<file path="src/rtl/spi_rd_pkg.sv">
package spi_rd_pkg;
  localparam int ADDR_W   = 16;
  localparam int LEN_W    = 15;
  localparam int HDR_BITS = ADDR_W + 1 + LEN_W;
  localparam logic OP_READ = 1'b0;

  typedef enum logic [1:0] {
    ST_IDLE  = 2'd0,
    ST_SETUP = 2'd1,
    ST_XFER  = 2'd2,
    ST_HOLD  = 2'd3
  } st_e;
endpackage

</file>
<file path="src/rtl/spi_rd_rst_sync.sv">
module spi_rd_rst_sync (
  input  logic clk,
  input  logic rst_n_in,
  output logic rst_n_out
);
  logic [1:0] sync_q;

  always_ff @(posedge clk or negedge rst_n_in) begin
    if (!rst_n_in) sync_q <= 2'b00;
    else           sync_q <= {sync_q[0], 1'b1};
  end

  assign rst_n_out = sync_q[1];
endmodule

</file>
<file path="src/rtl/spi_rd_tick.sv">
module spi_rd_tick #(
  parameter int DIV_HALF = 2
) (
  input  logic clk,
  input  logic rst_n,
  input  logic run,
  output logic tick
);
  localparam int CW = $clog2(DIV_HALF + 1);
  localparam logic [CW-1:0] LAST = CW'(DIV_HALF - 1);

  logic [CW-1:0] cnt_q, cnt_d;

  always_comb begin
    cnt_d = cnt_q;
    if (!run)              cnt_d = '0;
    else if (cnt_q == LAST) cnt_d = '0;
    else                   cnt_d = cnt_q + CW'(1);
  end

  always_ff @(posedge clk or negedge rst_n) begin
    if (!rst_n) cnt_q <= '0;
    else        cnt_q <= cnt_d;
  end

  assign tick = run && (cnt_q == LAST);
endmodule

</file>
<file path="src/rtl/spi_rd_fsm.sv">
module spi_rd_fsm
  import spi_rd_pkg::*;
#(
  parameter int SETUP_HALVES = 2,
  parameter int HOLD_HALVES  = 1
) (
  input  logic             clk,
  input  logic             rst_n,
  input  logic             start,
  input  logic [LEN_W-1:0] len,
  input  logic             tick,
  output logic             run,
  output logic             load,
  output logic             rise_evt,
  output logic             fall_evt,
  output logic             byte_end,
  output logic             cs_n,
  output logic             sclk,
  output logic             busy,
  output logic             done
);
  localparam int BW   = LEN_W + 4;
  localparam int DMAX = (SETUP_HALVES > HOLD_HALVES) ? SETUP_HALVES : HOLD_HALVES;
  localparam int DW   = $clog2(DMAX + 1);
  localparam logic [DW-1:0] SETUP_LAST = DW'(SETUP_HALVES - 1);
  localparam logic [DW-1:0] HOLD_LAST  = DW'(HOLD_HALVES - 1);
  localparam logic [BW-1:0] HDR_LAST   = BW'(HDR_BITS - 1);
  localparam logic [BW-1:0] HDR_FIRST  = BW'(HDR_BITS);

  st_e             state_q, state_d;
  logic            sclk_q, sclk_d;
  logic            cs_q, cs_d;
  logic            done_q, done_d;
  logic [BW-1:0]   bit_q, bit_d;
  logic [BW-1:0]   last_q, last_d;
  logic [DW-1:0]   dly_q, dly_d;
  logic            accept;

  assign accept   = (state_q == ST_IDLE) && start && (len != '0);
  assign load     = accept;
  assign run      = (state_q != ST_IDLE);
  assign rise_evt = (state_q == ST_XFER) && tick && !sclk_q;
  assign fall_evt = (state_q == ST_XFER) && tick && sclk_q;
  assign byte_end = rise_evt && (bit_q >= HDR_FIRST) && (bit_q[2:0] == 3'b111);

  always_comb begin
    state_d = state_q;
    sclk_d  = sclk_q;
    cs_d    = cs_q;
    done_d  = 1'b0;
    bit_d   = bit_q;
    last_d  = last_q;
    dly_d   = dly_q;
    case (state_q)
      ST_IDLE: begin
        if (accept) begin
          state_d = ST_SETUP;
          cs_d    = 1'b0;
          bit_d   = '0;
          dly_d   = '0;
          last_d  = BW'({len, 3'b000}) + HDR_LAST;
        end
      end
      ST_SETUP: begin
        if (tick) begin
          if (dly_q == SETUP_LAST) state_d = ST_XFER;
          else                     dly_d   = dly_q + DW'(1);
        end
      end
      ST_XFER: begin
        if (rise_evt) sclk_d = 1'b1;
        if (fall_evt) begin
          sclk_d = 1'b0;
          if (bit_q == last_q) begin
            state_d = ST_HOLD;
            dly_d   = '0;
          end else begin
            bit_d = bit_q + BW'(1);
          end
        end
      end
      ST_HOLD: begin
        if (tick) begin
          if (dly_q == HOLD_LAST) begin
            state_d = ST_IDLE;
            cs_d    = 1'b1;
            done_d  = 1'b1;
          end else begin
            dly_d = dly_q + DW'(1);
          end
        end
      end
      default: state_d = ST_IDLE;
    endcase
  end

  always_ff @(posedge clk or negedge rst_n) begin
    if (!rst_n) begin
      state_q <= ST_IDLE;
      sclk_q  <= 1'b0;
      cs_q    <= 1'b1;
      done_q  <= 1'b0;
      bit_q   <= '0;
      last_q  <= '0;
      dly_q   <= '0;
    end else begin
      state_q <= state_d;
      sclk_q  <= sclk_d;
      cs_q    <= cs_d;
      done_q  <= done_d;
      bit_q   <= bit_d;
      last_q  <= last_d;
      dly_q   <= dly_d;
    end
  end

  assign cs_n = cs_q;
  assign sclk = sclk_q;
  assign busy = run;
  assign done = done_q;
endmodule

</file>
<file path="src/rtl/spi_rd_shift.sv">
module spi_rd_shift
  import spi_rd_pkg::*;
(
  input  logic              clk,
  input  logic              rst_n,
  input  logic              load,
  input  logic [ADDR_W-1:0] addr,
  input  logic [LEN_W-1:0]  len,
  input  logic              rise_evt,
  input  logic              fall_evt,
  input  logic              byte_end,
  input  logic              miso,
  output logic              mosi,
  output logic [7:0]        rx_data,
  output logic              rx_valid
);
  logic [HDR_BITS-1:0] tx_q, tx_d;
  logic [7:0]          rx_q, rx_d;
  logic [7:0]          dat_q, dat_d;
  logic                vld_q, vld_d;

  always_comb begin
    tx_d  = tx_q;
    rx_d  = rx_q;
    dat_d = dat_q;
    vld_d = byte_end;
    if (load)          tx_d = {addr, OP_READ, len};
    else if (fall_evt) tx_d = {tx_q[HDR_BITS-2:0], 1'b0};
    if (rise_evt)      rx_d = {rx_q[6:0], miso};
    if (byte_end)      dat_d = {rx_q[6:0], miso};
  end

  always_ff @(posedge clk or negedge rst_n) begin
    if (!rst_n) begin
      tx_q  <= '0;
      rx_q  <= '0;
      dat_q <= '0;
      vld_q <= 1'b0;
    end else begin
      tx_q  <= tx_d;
      rx_q  <= rx_d;
      dat_q <= dat_d;
      vld_q <= vld_d;
    end
  end

  assign mosi     = tx_q[HDR_BITS-1];
  assign rx_data  = dat_q;
  assign rx_valid = vld_q;
endmodule

</file>
<file path="src/rtl/spi_regrd_master.sv">
module spi_regrd_master
  import spi_rd_pkg::*;
#(
  parameter int DIV_HALF     = 2,
  parameter int SETUP_HALVES = 2,
  parameter int HOLD_HALVES  = 1
) (
  input  logic              clk,
  input  logic              rst_n,
  input  logic              start,
  input  logic [ADDR_W-1:0] addr,
  input  logic [LEN_W-1:0]  len,
  output logic              busy,
  output logic [7:0]        rx_data,
  output logic              rx_valid,
  output logic              done,
  output logic              cs_n,
  output logic              sclk,
  output logic              mosi,
  input  logic              miso
);
  logic rst_sync_n;
  logic run, tick, load, rise_evt, fall_evt, byte_end;

  spi_rd_rst_sync u_rst (
    .clk       (clk),
    .rst_n_in  (rst_n),
    .rst_n_out (rst_sync_n)
  );

  spi_rd_tick #(.DIV_HALF(DIV_HALF)) u_tick (
    .clk   (clk),
    .rst_n (rst_sync_n),
    .run   (run),
    .tick  (tick)
  );

  spi_rd_fsm #(
    .SETUP_HALVES (SETUP_HALVES),
    .HOLD_HALVES  (HOLD_HALVES)
  ) u_fsm (
    .clk      (clk),
    .rst_n    (rst_sync_n),
    .start    (start),
    .len      (len),
    .tick     (tick),
    .run      (run),
    .load     (load),
    .rise_evt (rise_evt),
    .fall_evt (fall_evt),
    .byte_end (byte_end),
    .cs_n     (cs_n),
    .sclk     (sclk),
    .busy     (busy),
    .done     (done)
  );

  spi_rd_shift u_shift (
    .clk      (clk),
    .rst_n    (rst_sync_n),
    .load     (load),
    .addr     (addr),
    .len      (len),
    .rise_evt (rise_evt),
    .fall_evt (fall_evt),
    .byte_end (byte_end),
    .miso     (miso),
    .mosi     (mosi),
    .rx_data  (rx_data),
    .rx_valid (rx_valid)
  );
endmodule

</file>
<file path="config.mk">
export PLATFORM = sky130hd
export DESIGN_NAME = spi_regrd_master
export DESIGN_NICKNAME = d
export VERILOG_FILES = /design/src/rtl/spi_rd_pkg.sv /design/src/rtl/spi_rd_rst_sync.sv /design/src/rtl/spi_rd_tick.sv /design/src/rtl/spi_rd_fsm.sv /design/src/rtl/spi_rd_shift.sv /design/src/rtl/spi_regrd_master.sv
export SDC_FILE = /design/constraint.sdc
export NUM_CORES = 1
export LEC_CHECK = 0
export BUFFER_PORTS_ARGS = -buffer_cell sky130_fd_sc_hd__buf_2
export CAP_MARGIN = 5
export CORE_MARGIN = 5
export CORE_UTILIZATION = 56
export DETAILED_ROUTE_END_ITERATION = 7
export PLACE_DENSITY = 0.76
export SLEW_MARGIN = 20
export SYNTH_ARGS = -nofsm -noshare
export SYNTH_HDL_FRONTEND = slang
export SYNTH_HIERARCHICAL = 1
export SYNTH_SLANG_ARGS = --single-unit
</file>
<file path="constraint.sdc">
create_clock -name clk -period 3.9 [get_ports clk]
set_clock_uncertainty 0.1 [all_clocks]
set_input_delay 0.78 -clock clk [delete_from_list [all_inputs] [get_ports clk]]
set_output_delay 0.78 -clock clk [all_outputs]
set_load 0.02 [all_outputs]
</file>
== After elaboration in Yosys (flattened, before gate mapping) ==
Cells that the tools add are included.
Storage, ports and cells
  bits in registers: 97
  logic and storage cells: 91
  output and inout bits: 14
Operators by class
  reductions and logical operators: 23
  $lt $le $gt $ge: 1
  add/subtract/negate cells: 4
  eq/ne operators: 17
  muxes and demuxes: 33
Operator list (count)
  two-way mux 32 bit: 2
  two-way mux 19 bit: 3
  one-hot mux 19 bit (2 select lines): 1
  two-way mux 2 bit: 16
  adder 18 x 5 -> 19 bit (second input constant): 1
  adder 19 x 1 -> 19 bit (second input constant): 1
  equality test 19 bit: 1
  greater-or-equal comparator 19 x 6 -> 1 bit (second input constant): 1
  one-hot mux 2 bit (4 select lines): 2
  nonzero test 15 bit: 1
  AND reduction 7 bit: 2
  inequality test 2 bit (second input constant): 6
  nonzero test 2 bit: 5
  logical AND 1 bit: 8
  two-way mux 1 bit: 8
  inequality test 2 x 1 -> 1 bit (second input constant): 4
  AND reduction 4 bit: 2
  equality test 2 x 1 -> 1 bit (second input constant): 3
  adder 2 x 1 -> 2 bit (second input constant): 2
  equality test 2 bit (second input constant): 2
  logical NOT 2 bit: 2
  AND reduction 2 bit: 2
  equality test 3 bit (second input constant): 1
  one-hot mux 1 bit (2 select lines): 1
  logical NOT 1 bit: 1

== Depth between registers and ports, before layout ==
  word-level depth: 6
  gate-level depth with buffers: 12

== Hierarchy ==
Netlist, hierarchy kept.
By module, submodules not included
  spi_rd_fsm: sequential area each 1077.3 µm², cells each 326, area an instance 2836.5 µm², instances 1
  spi_rd_shift: sequential area each 1201.2 µm², cells each 171, area an instance 2085.8 µm², instances 1
  spi_rd_tick: sequential area each 50.0 µm², cells each 5, area an instance 78.8 µm², instances 1
  spi_rd_rst_sync: sequential area each 50.0 µm², cells each 3, area an instance 53.8 µm², instances 1

== Least setup slack after synthesis ==
OpenSTA, ideal clock, no wires.
  path kind: input to register
  start point: input port len[0]
  end point: register u_shift.tx_q[31]
  data required time: 3.673 ns
  library setup time: 0.127 ns
  stages on the path: 12
  data arrival time: 2.600 ns
  buffers on the path: 4
  setup slack: 1.073 ns
  cell sequence: inv_1 > ha_1 > nor4b_1 > a41o_1 > or2_2 > clkbuf_1 > clkbuf_1 > inv_1 > buf_2 > buf_2 > nand2_1 > o21ai_0
Between the ends
  cells in the longest elaborated chain, start to end: 3
RTL lines
  start, declared: RTL line spi_regrd_master.sv:12  | input logic [LEN_W-1:0] len,
  nonzero test 15 bit *: RTL line spi_rd_fsm.sv:39  | assign accept = (state_q == ST_IDLE) && start && (len != '0);
  logical AND 1 bit *: RTL line spi_rd_fsm.sv:39
  named net load: RTL line spi_regrd_master.sv:23  | logic run, tick, load, rise_evt, fall_evt, byte_end;
  two-way mux 32 bit or nonzero test 2 bit (tied branches)
  end signal, assigned: RTL line spi_rd_shift.sv:40  | tx_q <= tx_d;
  end, declared: RTL line spi_rd_shift.sv:17  | logic [HDR_BITS-1:0] tx_q, tx_d;
The timed path passes the listed nets; every way through them passes the cells marked *.
A chain may end at the register's enable or synchronous reset.

== Worst setup path in the final report ==
  start point: register u_fsm.state_q[0]
  end point: register u_fsm.bit_q[13]
Between the ends
  cells in the longest elaborated chain, start to end: 6
RTL lines
  start, declared: RTL line spi_rd_fsm.sv:30  | st_e state_q, state_d;
  start signal, assigned: RTL line spi_rd_fsm.sv:107  | state_q <= state_d;
  nonzero test 2 bit: RTL line spi_rd_fsm.sv:41  | assign run = (state_q != ST_IDLE);
  logical AND 1 bit: RTL line spi_rd_tick.sv:26  | assign tick = run && (cnt_q == LAST);
  named net tick: RTL line spi_regrd_master.sv:23
  logical AND 1 bit (2 in series): RTL line spi_rd_fsm.sv:43  | assign fall_evt = (state_q == ST_XFER) && tick && sclk_q;
  inequality test 2 bit (no line)
  AND reduction 4 bit (no line)
  end signal, assigned: RTL line spi_rd_fsm.sv:111  | bit_q <= bit_d;
  end, declared: RTL line spi_rd_fsm.sv:34  | logic [BW-1:0] bit_q, bit_d;
The timed path passes the listed nets, and every way through them passes these cells.

==> summary.txt <==
Route
  • Metal3 WL: 741 um
  • Metal-1 WL: 4.50 mm
  • Drt wl/cell: 15.9 um
  • First-pass iteration count of the detailed router: 5
  • Via density: 5.89
  • Routed WL: 10.4 mm
  • WL met2: 5.07 mm
  • ANT nets after route: 0
  • DR iter-0 viols: 233
  • Top Layer Used: met4
  • Drt drc: 0
  • DR vias: 3836

Power
  • Leak: 2.54 nW
  • VDD IR max: 0.252 mV
  • Power Density: 349 nW/um2

Floorplan
  • Core footprint: 8760 um2
  • Initial core utilization: 57.7%
  • Chip height: 105 um
  • Die area: 11000 um2
  • Row count: 34
  • Die X: 105 um
  • Io pins: 49

Cells and area
  • Layout cell share with drive strength beyond 1: 19.0%
  • Fillers: 731
  • Total Nets Final: 583
  • Area grow syn2layout: 9.23%
  • N_diodes: 0

Worst setup path
  • Crit path largest cell delay: 0.56 ns
  • R2R Path Start: u_fsm/state_q[0]
  • Crit path launch type: flip-flop
  • Most used cell, CP: inv_1
  • Crit path DAT: 2.99 ns
  • Crit path kind: flip-flop to flip-flop
  • CP bufs+invs: 2
  • Slowest CP cell: or4_1
  • Worst Reg-to-Reg Cells: 9
  • Reg2reg end: u_fsm/bit_q[13]
  • CP top delay family: simple AND/OR/NAND/NOR gates
  • CP Depth: 9
  • Crit-path cells: inv_1 > ha_1 > inv_1 > and3b_2 > nand2_1 > a22oi_4 > o21ai_2 > or4_1 > nand3_1
  • CP required: 4.10 ns
  • R2R setup slack: 1.11 ns
  • Crit path max fanout: 19
  • Critical Path End Type: flip-flop

Yosys
  • FF+latch count, synth: 95
  • Mapped cell area: 5050 um2
  • Syn Area/Cell: 10.0 um2
  • Register area share after synthesis: 47.1%
  • Top_reg_cell synth: dfrtp_1
  • Yosys cell types: 57
  • Post-synth EDFFs: 0
  • Syn nets: 550
  • Post-synth ARST share: 100%
  • Post-synth top area share: 46.5%
  • Synth area leader: dfrtp_1
  • Synth area leaders: dfrtp_1 (47%), mux2i_1 (6.5%), nand2_1 (5.9%)
  • Syn Inst Count: 505
  • Yosys warns: 6

Timing
  • RSZ-0062 raised after global routing: no
  • Maximum clock rate: 0.359 GHz
  • Setup Viol. Count Final: 0
  • Final period util: 71.5%
  • Minimum clock period: 2.79 ns
  • Max-slew violation count: 0
  • Max-slew headroom: 38.0%
  • TNS Setup: 0 ns
  • Worst Hold Slack: 0.0837 ns
  • Hold Fails Final Rpt: 0
  • Worst-Margin Slew: 0.930 ns

Min path
  • Min-delay worst type: input pin to async pin

Global route
  • Total global-route track usage: 19.6%
  • Largest net degree at the start of global routing: 73
  • First-pass GRT wire length: 17.8 mm
  • GRT overflow: 0
  • Initial antenna violation count: 0
  • Vias in the first global route: 3736

Clock network
  • CTS tree: yes
  • Clk buf depth: 2
  • CTS buffer count: 9
  • Cts hold-fix bufs: 0
  • Clk sink count: 95
  • Clock slew at reported path FFs: 0.09 ns
  • Post-CTS setup buffer count: 0
  • Htree depth: 3
  • Root buffer cell: clkbuf_8
  • Post-CTS sizing: 0
  • Clk_lat worst skew: 0.36 ns

Placed design
  • Count of input and output buffers: 48
  • Dpl hpwl: 7.17 mm
  • GP Congestion: 0.922

Run status
  • Status: completed

Job
  • Maxcap violations: 0
[state kept, by name, summed over array words and instances (netlist names)]
signal / flops
u_fsm/sclk: 1
u_fsm/bit_q: 19
u_shift/tx_q: 32
u_rst/sync_q: 2
u_shift/rx_q: 7
u_shift/rx_data: 8
u_fsm/dly_q: 2
u_tick/cnt_q: 2
u_fsm/done: 1
u_fsm/cs_n: 1
u_fsm/last_q: 17
u_fsm/state_q: 2
u_shift/rx_valid: 1
[cell usage in the layout (no fill, tap or decap), types with 9 or more instances in the layout]
cell / count
nand2_1: 79
o21ai_0: 27
o211ai_1: 13
mux2i_1: 33
nand4_1: 14
mux2_2: 15
xor2_1: 9
buf_2: 48
o21ai_1: 27
xnor2_1: 21
clkbuf_8: 9
dfrtp_1: 93
and3_1: 9
nor2_1: 12
ha_1: 10
inv_1: 15
nand3_1: 16
[synth_stat cells, types with 9 or more instances]
master    count
and3_1       10
buf_2        15
clkbuf_1      9
dfrtp_1      94
ha_1         10
inv_1        15
mux2_2       15
mux2i_1      33
nand2_1      79
nand3_1      16
nand4_1      14
nor2_1       12
o211ai_1     13
o21ai_0      27
o21ai_1      27
xnor2_1      21
xor2_1        9
[per-layer routing]
layer  up-vias  track usage (%)
li1       1847                -
met1      1826             26.2
met2       151             31.3
met3        12             5.67
met4         0             5.48
met5         -                0
[worst max path at each step]
stage,slack (ns),start,to
6_report,1.11,u_fsm/state_q[0],u_fsm/bit_q[13]
5_1_grt,0.95,u_fsm/state_q[0],u_fsm/bit_q[13]
4_1_cts,1.15,u_fsm/state_q[0],u_fsm/bit_q[13]
3_5_place_dp,0.83,len[0],u_fsm/bit_q[13]
3_3_place_gp,0.89,len[0],u_fsm/bit_q[13]
2_1_floorplan,0.96,u_rst/sync_q[1],u_fsm/bit_q[0]
[through the flow]
step / std cells / utilization, % / area [um2] / power (W) / setup WS, ns
global route: 651 / 63.0 / 5520 / 0.00202 / 0.954
global placement: 635 / 60.3 / 5280 / 0.00117 / 0.888
detailed placement: 635 / 60.3 / 5280 / 0.00117 / 0.827
finish: 651 / 63.0 / 5520 / 0.00193 / 1.11
floorplan: 505 / - / 5050 / 0.00112 / 0.960
CTS: 651 / 63.0 / 5520 / 0.00195 / 1.15
[cell families after synthesis]
| logic type | share of synthesized area (%) |
|---|---|
| simple gates | 16.9 |
| compound gates | 12.7 |
| flops | 47.1 |
| mux | 10.1 |
| buf+inv | 5.47 |
| xor+xnor | 5.20 |
| fa+ha+maj | 2.48 |
| other cells | 0.0742 |
[power by group]
| part | switching, W | internal [W] | leakage (nW) |
|---|---|---|---|
| Clock | 0.000347 | 0.000428 | 0.124 |
| Sequential | 0.0000334 | 0.00102 | 1.12 |
| Combinational | 0.0000524 | 0.0000479 | 1.30 |
| Total | 0.000433 | 0.00149 | 2.54 |
[cell type report]
type / instances / area (um2) / share of cell area [%]
inverters: 15 / 56.3 / 1.02
clock inverters: 7 / 118 / 2.13
repair buffers: 55 / 305 / 5.53
well taps: 108 / 135 / 2.45
clock buffers: 9 / 124 / 2.24
flip-flops and latches: 95 / 2380 / 43.1
multi-input cells: 362 / 2400 / 43.5
(Power assumes the default switching activity.)
